$ cat src/rtl/lnk_rx_pkg.sv
package lnk_rx_pkg;

    typedef enum logic [1:0] {
        SPD_S100 = 2'd0,
        SPD_S200 = 2'd1,
        SPD_S400 = 2'd2,
        SPD_BAD  = 2'd3
    } spd_e;

    localparam logic [1:0] CTL_RECEIVE = 2'b10;
    localparam logic [7:0] SYM_DATA_ON = 8'hFF;
    localparam logic [7:0] CODE_S100   = 8'h00;
    localparam logic [7:0] CODE_S200   = 8'h40;
    localparam logic [7:0] CODE_S400   = 8'h50;

    // bits carried per symbol at a given speed
    function automatic int unsigned spd_bits(spd_e s);
        case (s)
            SPD_S100: return 2;
            SPD_S200: return 4;
            default:  return 8;
        endcase
    endfunction

endpackage

$ cat src/rtl/lnk_rx_spd_dec.sv
module lnk_rx_spd_dec
    import lnk_rx_pkg::*;
#(
    parameter int SYM_W = 8
) (
    input  logic [SYM_W-1:0] sym_i,
    output spd_e             spd_o
);
    localparam int PAD_W = SYM_W - 8;

    logic [7:0] code;

    generate
        if (PAD_W > 0) begin : g_wide
            assign code = sym_i[SYM_W-1 -: 8];
        end else begin : g_exact
            assign code = sym_i[7:0];
        end
    endgenerate

    always_comb begin
        unique case (code)
            CODE_S100: spd_o = SPD_S100;
            CODE_S200: spd_o = SPD_S200;
            CODE_S400: spd_o = SPD_S400;
            default:   spd_o = SPD_BAD;
        endcase
    end
endmodule

$ cat src/rtl/lnk_rx_packer.sv
module lnk_rx_packer #(
    parameter int QUAD_W = 32,
    parameter int SYM_W  = 8,
    parameter int CNT_W  = $clog2(QUAD_W + 1)
) (
    input  logic              clk,
    input  logic              rst_n,
    input  logic              clr_i,
    input  logic              sym_en_i,
    input  logic [CNT_W-1:0]  nbits_i,
    input  logic [SYM_W-1:0]  sym_i,
    input  logic              fin_i,
    output logic              empty_o,
    output logic [QUAD_W-1:0] q_data_o,
    output logic              q_valid_o,
    output logic              q_last_o,
    output logic              q_short_o
);
    localparam int            PAD_W  = QUAD_W - SYM_W;
    localparam logic [CNT_W-1:0] FULL   = CNT_W'(QUAD_W);
    localparam logic [CNT_W-1:0] SYMW_C = CNT_W'(SYM_W);

    logic [QUAD_W-1:0] acc_q, hold_q, acc_n;
    logic [CNT_W-1:0]  cnt_q, cnt_n;
    logic              hold_v_q;
    logic [SYM_W-1:0]  sym_top;

    // top nbits_i bits of the symbol, right-aligned
    assign sym_top = sym_i >> (SYMW_C - nbits_i);
    assign acc_n   = (acc_q << nbits_i) | {{PAD_W{1'b0}}, sym_top};
    assign cnt_n   = cnt_q + nbits_i;
    assign empty_o = !hold_v_q && (cnt_q == '0);

    always_ff @(posedge clk or negedge rst_n) begin
        if (!rst_n) begin
            acc_q     <= '0;
            hold_q    <= '0;
            cnt_q     <= '0;
            hold_v_q  <= 1'b0;
            q_data_o  <= '0;
            q_valid_o <= 1'b0;
            q_last_o  <= 1'b0;
            q_short_o <= 1'b0;
        end else begin
            q_valid_o <= 1'b0;
            q_last_o  <= 1'b0;
            q_short_o <= 1'b0;
            if (clr_i) begin
                acc_q    <= '0;
                cnt_q    <= '0;
                hold_v_q <= 1'b0;
            end else if (sym_en_i) begin
                // a held quadlet is known not to be last once more data arrives
                if (hold_v_q) begin
                    q_data_o  <= hold_q;
                    q_valid_o <= 1'b1;
                    hold_v_q  <= 1'b0;
                end
                if (cnt_n == FULL) begin
                    hold_q   <= acc_n;
                    hold_v_q <= 1'b1;
                    acc_q    <= '0;
                    cnt_q    <= '0;
                end else begin
                    acc_q <= acc_n;
                    cnt_q <= cnt_n;
                end
            end else if (fin_i) begin
                if (hold_v_q) begin
                    q_data_o  <= hold_q;
                    q_valid_o <= 1'b1;
                    q_last_o  <= 1'b1;
                end else if (cnt_q != '0) begin
                    q_data_o  <= acc_q << (FULL - cnt_q);
                    q_valid_o <= 1'b1;
                    q_last_o  <= 1'b1;
                    q_short_o <= 1'b1;
                end
                acc_q    <= '0;
                cnt_q    <= '0;
                hold_v_q <= 1'b0;
            end
        end
    end
endmodule

$ cat src/rtl/lnk_rx_deframer.sv
module lnk_rx_deframer
    import lnk_rx_pkg::*;
#(
    parameter int QUAD_W = 32,
    parameter int SYM_W  = 8
) (
    input  logic              clk,
    input  logic              rst_n,
    input  logic [1:0]        ctl_i,
    input  logic [SYM_W-1:0]  d_i,
    output logic [QUAD_W-1:0] q_data_o,
    output logic              q_valid_o,
    output logic              q_last_o,
    output logic              q_short_o,
    output logic              null_pkt_o,
    output logic              spd_err_o,
    output logic [1:0]        spd_o
);
    localparam int CNT_W = $clog2(QUAD_W + 1);

    typedef enum logic [1:0] {
        ST_IDLE    = 2'd0,
        ST_PREFIX  = 2'd1,
        ST_PAYLOAD = 2'd2,
        ST_DISCARD = 2'd3
    } state_e;

    state_e           state_q, state_n;
    spd_e             spd_q, spd_dec;
    logic             rx, data_on;
    logic             pk_clr, pk_en, pk_fin, pk_empty;
    logic [CNT_W-1:0] nbits;

    assign rx      = (ctl_i == CTL_RECEIVE);
    assign data_on = (d_i == {SYM_W{1'b1}});

    lnk_rx_spd_dec #(.SYM_W(SYM_W)) u_dec (
        .sym_i (d_i),
        .spd_o (spd_dec)
    );

    assign nbits  = CNT_W'(spd_bits(spd_q));
    assign pk_clr = (state_q == ST_PREFIX) && rx && !data_on && (spd_dec != SPD_BAD);
    assign pk_en  = (state_q == ST_PAYLOAD) && rx;
    assign pk_fin = (state_q == ST_PAYLOAD) && !rx;

    lnk_rx_packer #(.QUAD_W(QUAD_W), .SYM_W(SYM_W), .CNT_W(CNT_W)) u_pack (
        .clk       (clk),
        .rst_n     (rst_n),
        .clr_i     (pk_clr),
        .sym_en_i  (pk_en),
        .nbits_i   (nbits),
        .sym_i     (d_i),
        .fin_i     (pk_fin),
        .empty_o   (pk_empty),
        .q_data_o  (q_data_o),
        .q_valid_o (q_valid_o),
        .q_last_o  (q_last_o),
        .q_short_o (q_short_o)
    );

    always_comb begin
        state_n = state_q;
        unique case (state_q)
            ST_IDLE:    if (rx && data_on) state_n = ST_PREFIX;
            ST_PREFIX: begin
                if (!rx)                    state_n = ST_IDLE;
                else if (data_on)           state_n = ST_PREFIX;
                else if (spd_dec == SPD_BAD) state_n = ST_DISCARD;
                else                        state_n = ST_PAYLOAD;
            end
            ST_PAYLOAD: if (!rx) state_n = ST_IDLE;
            ST_DISCARD: if (!rx) state_n = ST_IDLE;
        endcase
    end

    // state register
    always_ff @(posedge clk or negedge rst_n) begin
        if (!rst_n) state_q <= ST_IDLE;
        else        state_q <= state_n;
    end

    // registered outputs
    always_ff @(posedge clk or negedge rst_n) begin
        if (!rst_n) begin
            spd_q      <= SPD_S100;
            null_pkt_o <= 1'b0;
            spd_err_o  <= 1'b0;
        end else begin
            null_pkt_o <= 1'b0;
            spd_err_o  <= 1'b0;
            unique case (state_q)
                ST_PREFIX: begin
                    if (!rx) begin
                        null_pkt_o <= 1'b1;
                    end else if (!data_on) begin
                        if (spd_dec == SPD_BAD) spd_err_o <= 1'b1;
                        else                    spd_q     <= spd_dec;
                    end
                end
                ST_PAYLOAD: if (!rx && pk_empty) null_pkt_o <= 1'b1;
                default: ;
            endcase
        end
    end

    assign spd_o = spd_q;
endmodule

$ cat config.mk
export PLATFORM = sky130hd
export DESIGN_NAME = lnk_rx_deframer
export DESIGN_NICKNAME = d
export VERILOG_FILES = /design/src/rtl/lnk_rx_pkg.sv /design/src/rtl/lnk_rx_spd_dec.sv /design/src/rtl/lnk_rx_packer.sv /design/src/rtl/lnk_rx_deframer.sv
export SDC_FILE = /design/constraint.sdc
export NUM_CORES = 1
export LEC_CHECK = 0
export BUFFER_PORTS_ARGS = -buffer_cell sky130_fd_sc_hd__buf_4
export CAP_MARGIN = 20
export CORE_MARGIN = 4
export CORE_UTILIZATION = 50
export DETAILED_ROUTE_END_ITERATION = 8
export HOLD_SLACK_MARGIN = 0.12
export PLACE_DENSITY_LB_ADDON = 0.12
export REMOVE_ABC_BUFFERS = 1
export SLEW_MARGIN = 20
export SYNTH_ARGS = -nofsm -noshare
export SYNTH_HDL_FRONTEND = slang
export SYNTH_SLANG_ARGS = --single-unit
$ cat constraint.sdc
create_clock -name clk -period 7.2 [get_ports clk]
set_clock_uncertainty 0.05 [all_clocks]
set_input_delay 1.08 -clock clk [delete_from_list [all_inputs] [get_ports clk]]
set_output_delay 1.08 -clock clk [all_outputs]
set_load 0.05 [all_outputs]
==> flow_summary_export.csv, run 1 <==
group,metric,value,unit
timing,hold_viol,0,
pwr,ir_worst_vdd,0.2288,mV
pwr,switching_share,44.71,%
placed_design,place.gp.congestion,0.9276,
cts,holdBufCountCts,0,
global_routing,first_global_vias,5589,
floorplanning,fp.dieH,127.9,um
timing,hold-worst-slack,0.4463,ns
critical_path,worst-path-stages,9,
timing,setup_viol,0,
critical_path,reg2reg_slack,3.19,ns
critical_path,crit_chain,"nand2b_2, ha_1, ha_1, and4b_4, o31ai_2, xor2_1, nor4bb_4, buf_4, mux2_2",
global_routing,grt.overflow.total,0,
logic_synthesis,yosysWarningCount,0,
cts,postCtsSetupRepairBufs,0,
run_status,outcome,"finished, final reports clean",
placed_design,placedInstanceArea,7629,um^2
finish,stdcell_area,7930,um^2
cts,clkTransAtPathRegs,0.08,ns
logic_synthesis,yosysTopAreaCell,"dfrtp_1",
logic_synthesis,syn-instance-count,665,
cts,cts.sinks,111,
cts,tritoncts,"yes",
timing,fmax,249.4,MHz
route,viasPerCell,6.460,
cts,cts_made_buffers,9,
logic_synthesis,synth_top_area_share,38.66,%
global_routing,grt_first_pass_wirelength,31410,um
route,post_drt_wl_per_cell,22.14,um
job,cap_viol_max_count,0,
hold_path,min_path_type,"reg -> reg",
pwr,sequentialPowerShare,32.2,%
logic_synthesis,netlist-cell-type-count,70,
logic_synthesis,synth_ff_type,"dfrtp_1",
pwr,p_switching,1.134,mW
global_routing,antenna_found_initial,0,
critical_path,slowest_stage,"dfrtp_2",
timing,rsz0062_at_grt,"false",
finish,antennaDiodeCount,0,
timing,max_slew.worst_pin.slew,1.019,ns
timing,maxSlewViolCount,0,
timing,post-route-min-period,4.010,ns
critical_path,r2r_cells,9,
critical_path,reg2reg_from,"spd_o[0]$_DFFE_PN0P_",
route,first_pass_iters,5,
timing,fin_crit_sh,55.69,%
floorplanning,die_x,127.9,um
route,drt_iter0_markers,464,
route,via_count,5601,
critical_path,crit_fanout,35,
pwr,leakage,3.405,nW
pwr,p_int,1.403,mW
finish,drive_gt1_share,23.29,%
pwr,cellPowerDensity,319.9,nW/um^2
critical_path,cp_top_family,"flip-flops",
logic_synthesis,synth_seq_cells,111,
logic_synthesis,async_flop_share,100.0,%
critical_path,start_kind,"flip-flop",
finish,layout_common_cells,"108 x dfrtp_1, 82 x mux2i_1, 73 x nor2_1",
placed_design,numPortBuffers,50,
floorplanning,start_util,51.36,%
cts,cts_max_path_buffers,2,
global_routing,grt_usage,24.46,%
critical_path,worst_r2r_endpoint,"u_pack.hold_q[1]$_DFFE_PN0P_",
route,antenna_left,0,
pwr,p_clk_share,20.2,%
critical_path,arrival,4.21,ns
logic_synthesis,synth_area,7184,um^2
pwr,p_comb_share,47.7,%
route,route.detailed.drc,0,
logic_synthesis,yosysSeqAreaShare,38.66,%
floorplanning,rows,43,
cts,root_buffer,"clkbuf_16",
global_routing,grt_max_degree,72,
floorplanning,die_area,16350,um^2
finish,fillers,1209,
critical_path,worstSetupPathType,"reg -> reg",
critical_path,cp_num_buf_inv,1,
logic_synthesis,synth_area_per_cell,10.80,um^2
hold_path,min_delay_path_depth,1,
timing,max-slew-margin-rel,32.05,%
placed_design,hpwl,12760,um
critical_path,critPathCaptureType,"flip-flop",
critical_path,cp_data_required_time,7.40,ns
finish,synthToLayoutAreaGrowth,10.38,%
cts,clk_latency,0.36,ns
critical_path,cp_common_cell,"ha_1",
floorplanning,core_area,13990,um^2
logic_synthesis,synthTopCellsByArea,"dfrtp_1 39%, mux2i_1 11%, mux4_2 7.5%",
finish,final_common_cell,"dfrtp_1",
logic_synthesis,synth_edf_count,0,
route,wl,19200,um
hold_path,hold-path-endpoint,"u_pack.q_data_o[14]$_DFFE_PN0P_",
floorplanning,ios,51,
cts,cts_htree_levels,3,
cts,cts_resized,0,
hold_path,min-delay-start,"u_pack.q_data_o[14]$_DFFE_PN0P_",
critical_path,cpPeakStageDelay,1.04,ns
finish,fin_nets,705,
[registers in the layout (all words and copies together) (netlist names)]
name / flops
u_pack.q_valid_o: 1
u_pack.q_short_o: 1
u_pack.hold_v_q: 1
u_pack.q_last_o: 1
u_pack.acc_q: 32
spd_err_o: 1
null_pkt_o: 1
u_pack.hold_q: 32
spd_o: 2
u_pack.q_data_o: 32
state_q: 2
u_pack.cnt_q: 5
[worst max-delay path by stage]
stage,slack (ns),startpoint,end
6_report,3.19,spd_o[0]$_DFFE_PN0P_,u_pack.hold_q[1]$_DFFE_PN0P_
5_1_grt,3.07,spd_o[0]$_DFFE_PN0P_,u_pack.hold_q[30]$_DFFE_PN0P_
4_1_cts,3.20,spd_o[1]$_DFFE_PN0P_,u_pack.hold_q[1]$_DFFE_PN0P_
3_5_place_dp,3.21,spd_o[1]$_DFFE_PN0P_,u_pack.hold_q[1]$_DFFE_PN0P_
3_3_place_gp,3.31,spd_o[1]$_DFFE_PN0P_,u_pack.hold_q[1]$_DFFE_PN0P_
2_1_floorplan,-2.46,spd_o[1]$_DFFE_PN0P_,u_pack.hold_q[0]$_DFFE_PN0P_
[synthesized netlist by cell type (12+ instances only)]
cell and count:
dfrtp_1 111, mux2i_1 82, nor2_1 73, a21oi_1 50, a22o_1 37, mux2_4 29
clkbuf_1 25, mux4_2 24, nand2_1 21, buf_2 18, o21ai_0 15, o22a_1 12
o22ai_1 12
[final cells by class]
cell class | count | area, um^2 | area share [%]
flip-flops and latches | 111 | 2784 | 35.11
inverters | 8 | 30.03 | 0.3787
repair buffers | 61 | 457.9 | 5.775
clock buffers | 10 | 229.0 | 2.887
multi-input cells | 491 | 4134 | 52.13
clock inverters | 6 | 70.07 | 0.8836
well taps | 180 | 225.2 | 2.840
[power by group through the flow]
stage               sequential (mW)  combinational, mW  clock (mW)
finish                        0.816               1.21       0.511
global route                  0.832               1.29       0.546
CTS                           0.818               1.22       0.523
detailed placement            0.830               1.21           0
global placement              0.822               1.20           0
floorplan                      1.17              0.491           0
[logic make-up after synthesis]
| group | share of synthesized area, % |
|---|---|
| AOI/OAI and AO/OA | 18.84 |
| xor gates and xnor gates | 0.9579 |
| adders and majority gates | 1.916 |
| buffers and inverters | 4.180 |
| DFF | 38.66 |
| muxes | 25.79 |
| and+or+nand+nor | 9.648 |
[stage by stage]
stage / worst slack (ns) / setup TNS (ns) / total power [mW] / cells / util, %
finish: 3.190 / 0 / 2.537 / 867 / 56.69
global route: 3.066 / 0 / 2.667 / 867 / 56.69
CTS: 3.196 / 0 / 2.556 / 867 / 56.67
detailed placement: 3.214 / 0 / 2.043 / 851 / 54.53
global placement: 3.311 / 0 / 2.021 / 851 / 54.53
floorplan: -2.465 / -78.51 / 1.662 / 610 / -
[layer usage]
metal	vias up	wire length [um]	track usage (%)
met2	199	8944	37.03
met4	0	451	9.176
met3	29	1062	3.250
met5	-	0	0
li1	2547	-	-
met1	2826	8737	35.95
(Power assumes the default switching activity.)
==> run 2: changes to the inputs <==
==> constraint.sdc (replaced) <==
create_clock -name clk -period 3.6 [get_ports clk]
set_clock_uncertainty 0.05 [all_clocks]
set_input_delay 0.54 -clock clk [delete_from_list [all_inputs] [get_ports clk]]
set_output_delay 0.54 -clock clk [all_outputs]
set_load 0.05 [all_outputs]
==> run 2 against run 1 <==
Via count rose by 0.48%. Critical endpoint is now u_pack.hold_q[30]$_DFFE_PN0P_. Largest cell class unchanged. Die area did not move. Sequential share of layout area down 0.45 points.
==> flow_summary_export.csv, run 2 (same netlist as run 1, synthesis figures left out) <==
group,metric,value,unit
floorplanning,rows,43,
pwr,p_comb_share,47.8,%
route,post_drt_wl_per_cell,21.94,um
timing,max-slew-margin-rel,39.15,%
global_routing,antenna_found_initial,0,
global_routing,grt_first_pass_wirelength,31370,um
pwr,sequentialPowerShare,32.1,%
cts,cts_max_path_buffers,2,
route,via_count,5628,
route,antenna_left,0,
floorplanning,ios,51,
finish,final_common_cell,"dfrtp_1",
critical_path,cpPeakStageDelay,0.37,ns
pwr,cellPowerDensity,634.9,nW/um^2
timing,max_slew.worst_pin.slew,0.9127,ns
pwr,p_clk_share,20.1,%
critical_path,arrival,3.45,ns
global_routing,grt.overflow.total,0,
global_routing,grt_usage,24.43,%
placed_design,hpwl,13260,um
floorplanning,die_area,16350,um^2
placed_design,numPortBuffers,50,
timing,rsz0062_at_grt,"false",
cts,tritoncts,"yes",
pwr,p_int,2.831,mW
hold_path,min_path_type,"in -> async",
critical_path,cp_common_cell,"ha_1",
timing,hold_viol,0,
timing,maxSlewViolCount,0,
global_routing,use_met2,38.35,%
job,cap_viol_max_count,0,
global_routing,grtUsageMet1,34.06,%
cts,holdBufCountCts,0,
timing,fmax,307.4,MHz
pwr,p_switching,2.265,mW
run_status,outcome,"finished, final reports clean",
critical_path,worstSetupPathType,"reg -> reg",
floorplanning,core_area,13990,um^2
critical_path,start_kind,"flip-flop",
cts,postCtsSetupRepairBufs,0,
floorplanning,fp.dieH,127.9,um
route,first_pass_iters,5,
cts,cts_made_buffers,9,
timing,setup_tns,0,ns
finish,synthToLayoutAreaGrowth,11.72,%
critical_path,crit_fanout,33,
route,wl,19200,um
critical_path,crit_chain,"buf_4, nand2b_2, ha_1, ha_1, and4b_4, o31ai_2, xor2_1, nor4bb_4, buf_12, mux2_2",
finish,reg_top3,"u_pack.acc_q x32, u_pack.hold_q x32, u_pack.q_data_o x32",
global_routing,first_global_vias,5621,
finish,fin_nets,713,
route,viasPerCell,6.432,
global_routing,top_usage_layer,"met2",
cts,cts_htree_levels,3,
cts,clk_latency,0.37,ns
floorplanning,die_x,127.9,um
finish,layout_common_cells,"108 x dfrtp_1, 82 x mux2i_1, 72 x nor2_1",
placed_design,place.gp.congestion,0.8529,
critical_path,cp_data_required_time,3.80,ns
pwr,leakage,3.466,nW
cts,cts_resized,0,
finish,antennaDiodeCount,0,
cts,cts.sinks,111,
timing,fin_crit_sh,90.37,%
finish,fin_util,57.38,%
pwr,switching_share,44.44,%
critical_path,critPathCaptureType,"flip-flop",
cts,clkTransAtPathRegs,0.08,ns
timing,post-route-min-period,3.253,ns
timing,setup_viol,0,
floorplanning,start_util,51.36,%
route,route.detailed.drc,0,
finish,drive_gt1_share,24.46,%
global_routing,grt_use_met3,3.750,%
cts,root_buffer,"clkbuf_16",
global_routing,grt_max_degree,61,
pwr,ir_worst_vdd,0.3233,mV
route,drt_iter0_markers,462,
critical_path,slowest_stage,"dfrtp_2",
[run 2: changes by cell type in the layout (fill, tap and decap cells not counted)]
cell        change
clkinvlp_4      -1
nor2_1          -1
dfrtp_4         -1
dfrtp_2         +1
clkinv_2        +2
clkbuf_1        -1
buf_4           +5
nor2_2          +1
buf_12          +3
[run 2: layout make-up]
class	count	area [um^2]
clock buffer	9	225.2
clock inverter	7	72.57
fill	1240	5962
inverter	8	30.03
multi-input combinational	491	4136
sequential	111	2781
tap	180	225.2
timing repair buffer	69	555.5
[run 2: final timing paths]
| check | to | slack [ns] | depth (start not counted) | startpoint |
|---|---|---|---|---|
| setup / recovery | u_pack.hold_q[30]$_DFFE_PN0P_ | 0.35 | 10 | spd_o[0]$_DFFE_PN0P_ |
| hold / removal | u_pack.acc_q[25]$_DFFE_PN0P_ | 0.17 | 1 | rst_n |
| setup reg to reg | u_pack.hold_q[30]$_DFFE_PN0P_ | 0.35 | 10 | spd_o[0]$_DFFE_PN0P_ |
| hold reg to reg | u_pack.q_data_o[14]$_DFFE_PN0P_ | 0.44 | 1 | u_pack.q_data_o[14]$_DFFE_PN0P_ |
| max in group asynchronous | u_pack.acc_q[18]$_DFFE_PN0P_ | 2.56 | 2 | rst_n |
| min in group clk | spd_o[1]$_DFFE_PN0P_ | 0.40 | 3 | d_i[4] |
[run 2: stage by stage]
step                      cells  hold WS, ns  power [mW]  setup WS [ns]  area [um^2]
after floorplan             610       0.1944       3.324         -6.065         6914
after detailed placement    859       0.4315       4.096         0.3821         7729
after global routing        875       0.2261       5.347         0.1378         8026
after global placement      859       0.4271       4.046         0.4578         7726
after CTS                   875       0.1950       5.133         0.3591         8026
final                       875       0.1741       5.096         0.3466         8026
[run 2: power by group through the flow]
| stage | clock network [mW] | registers, mW | logic (mW) |
|---|---|---|---|
| after floorplan | 0 | 2.34 | 0.983 |
| after global placement | 0 | 1.65 | 2.40 |
| after detailed placement | 0 | 1.66 | 2.43 |
| after CTS | 1.06 | 1.64 | 2.44 |
| after global routing | 1.10 | 1.67 | 2.58 |
| final | 1.02 | 1.63 | 2.44 |
[run 2: critical path: cells and delay by family (launching register included)]
family / cells / cell delay [ns]
AO/OA/AOI/OAI: 1 / 0.24
XOR/XNOR: 1 / 0.16
adder cells (fa/ha/maj): 2 / 0.57
buffers and inverters: 2 / 0.61
flip-flops: 1 / 0.37
multiplexers: 1 / 0.37
AND/OR/NAND/NOR: 3 / 0.73
[run 2: metal layers]
layer	share of wire, %	vias up
met5	0	-
met4	3.0	0
met3	5.5	40
met2	47	193
met1	44	2842
li1	-	2553
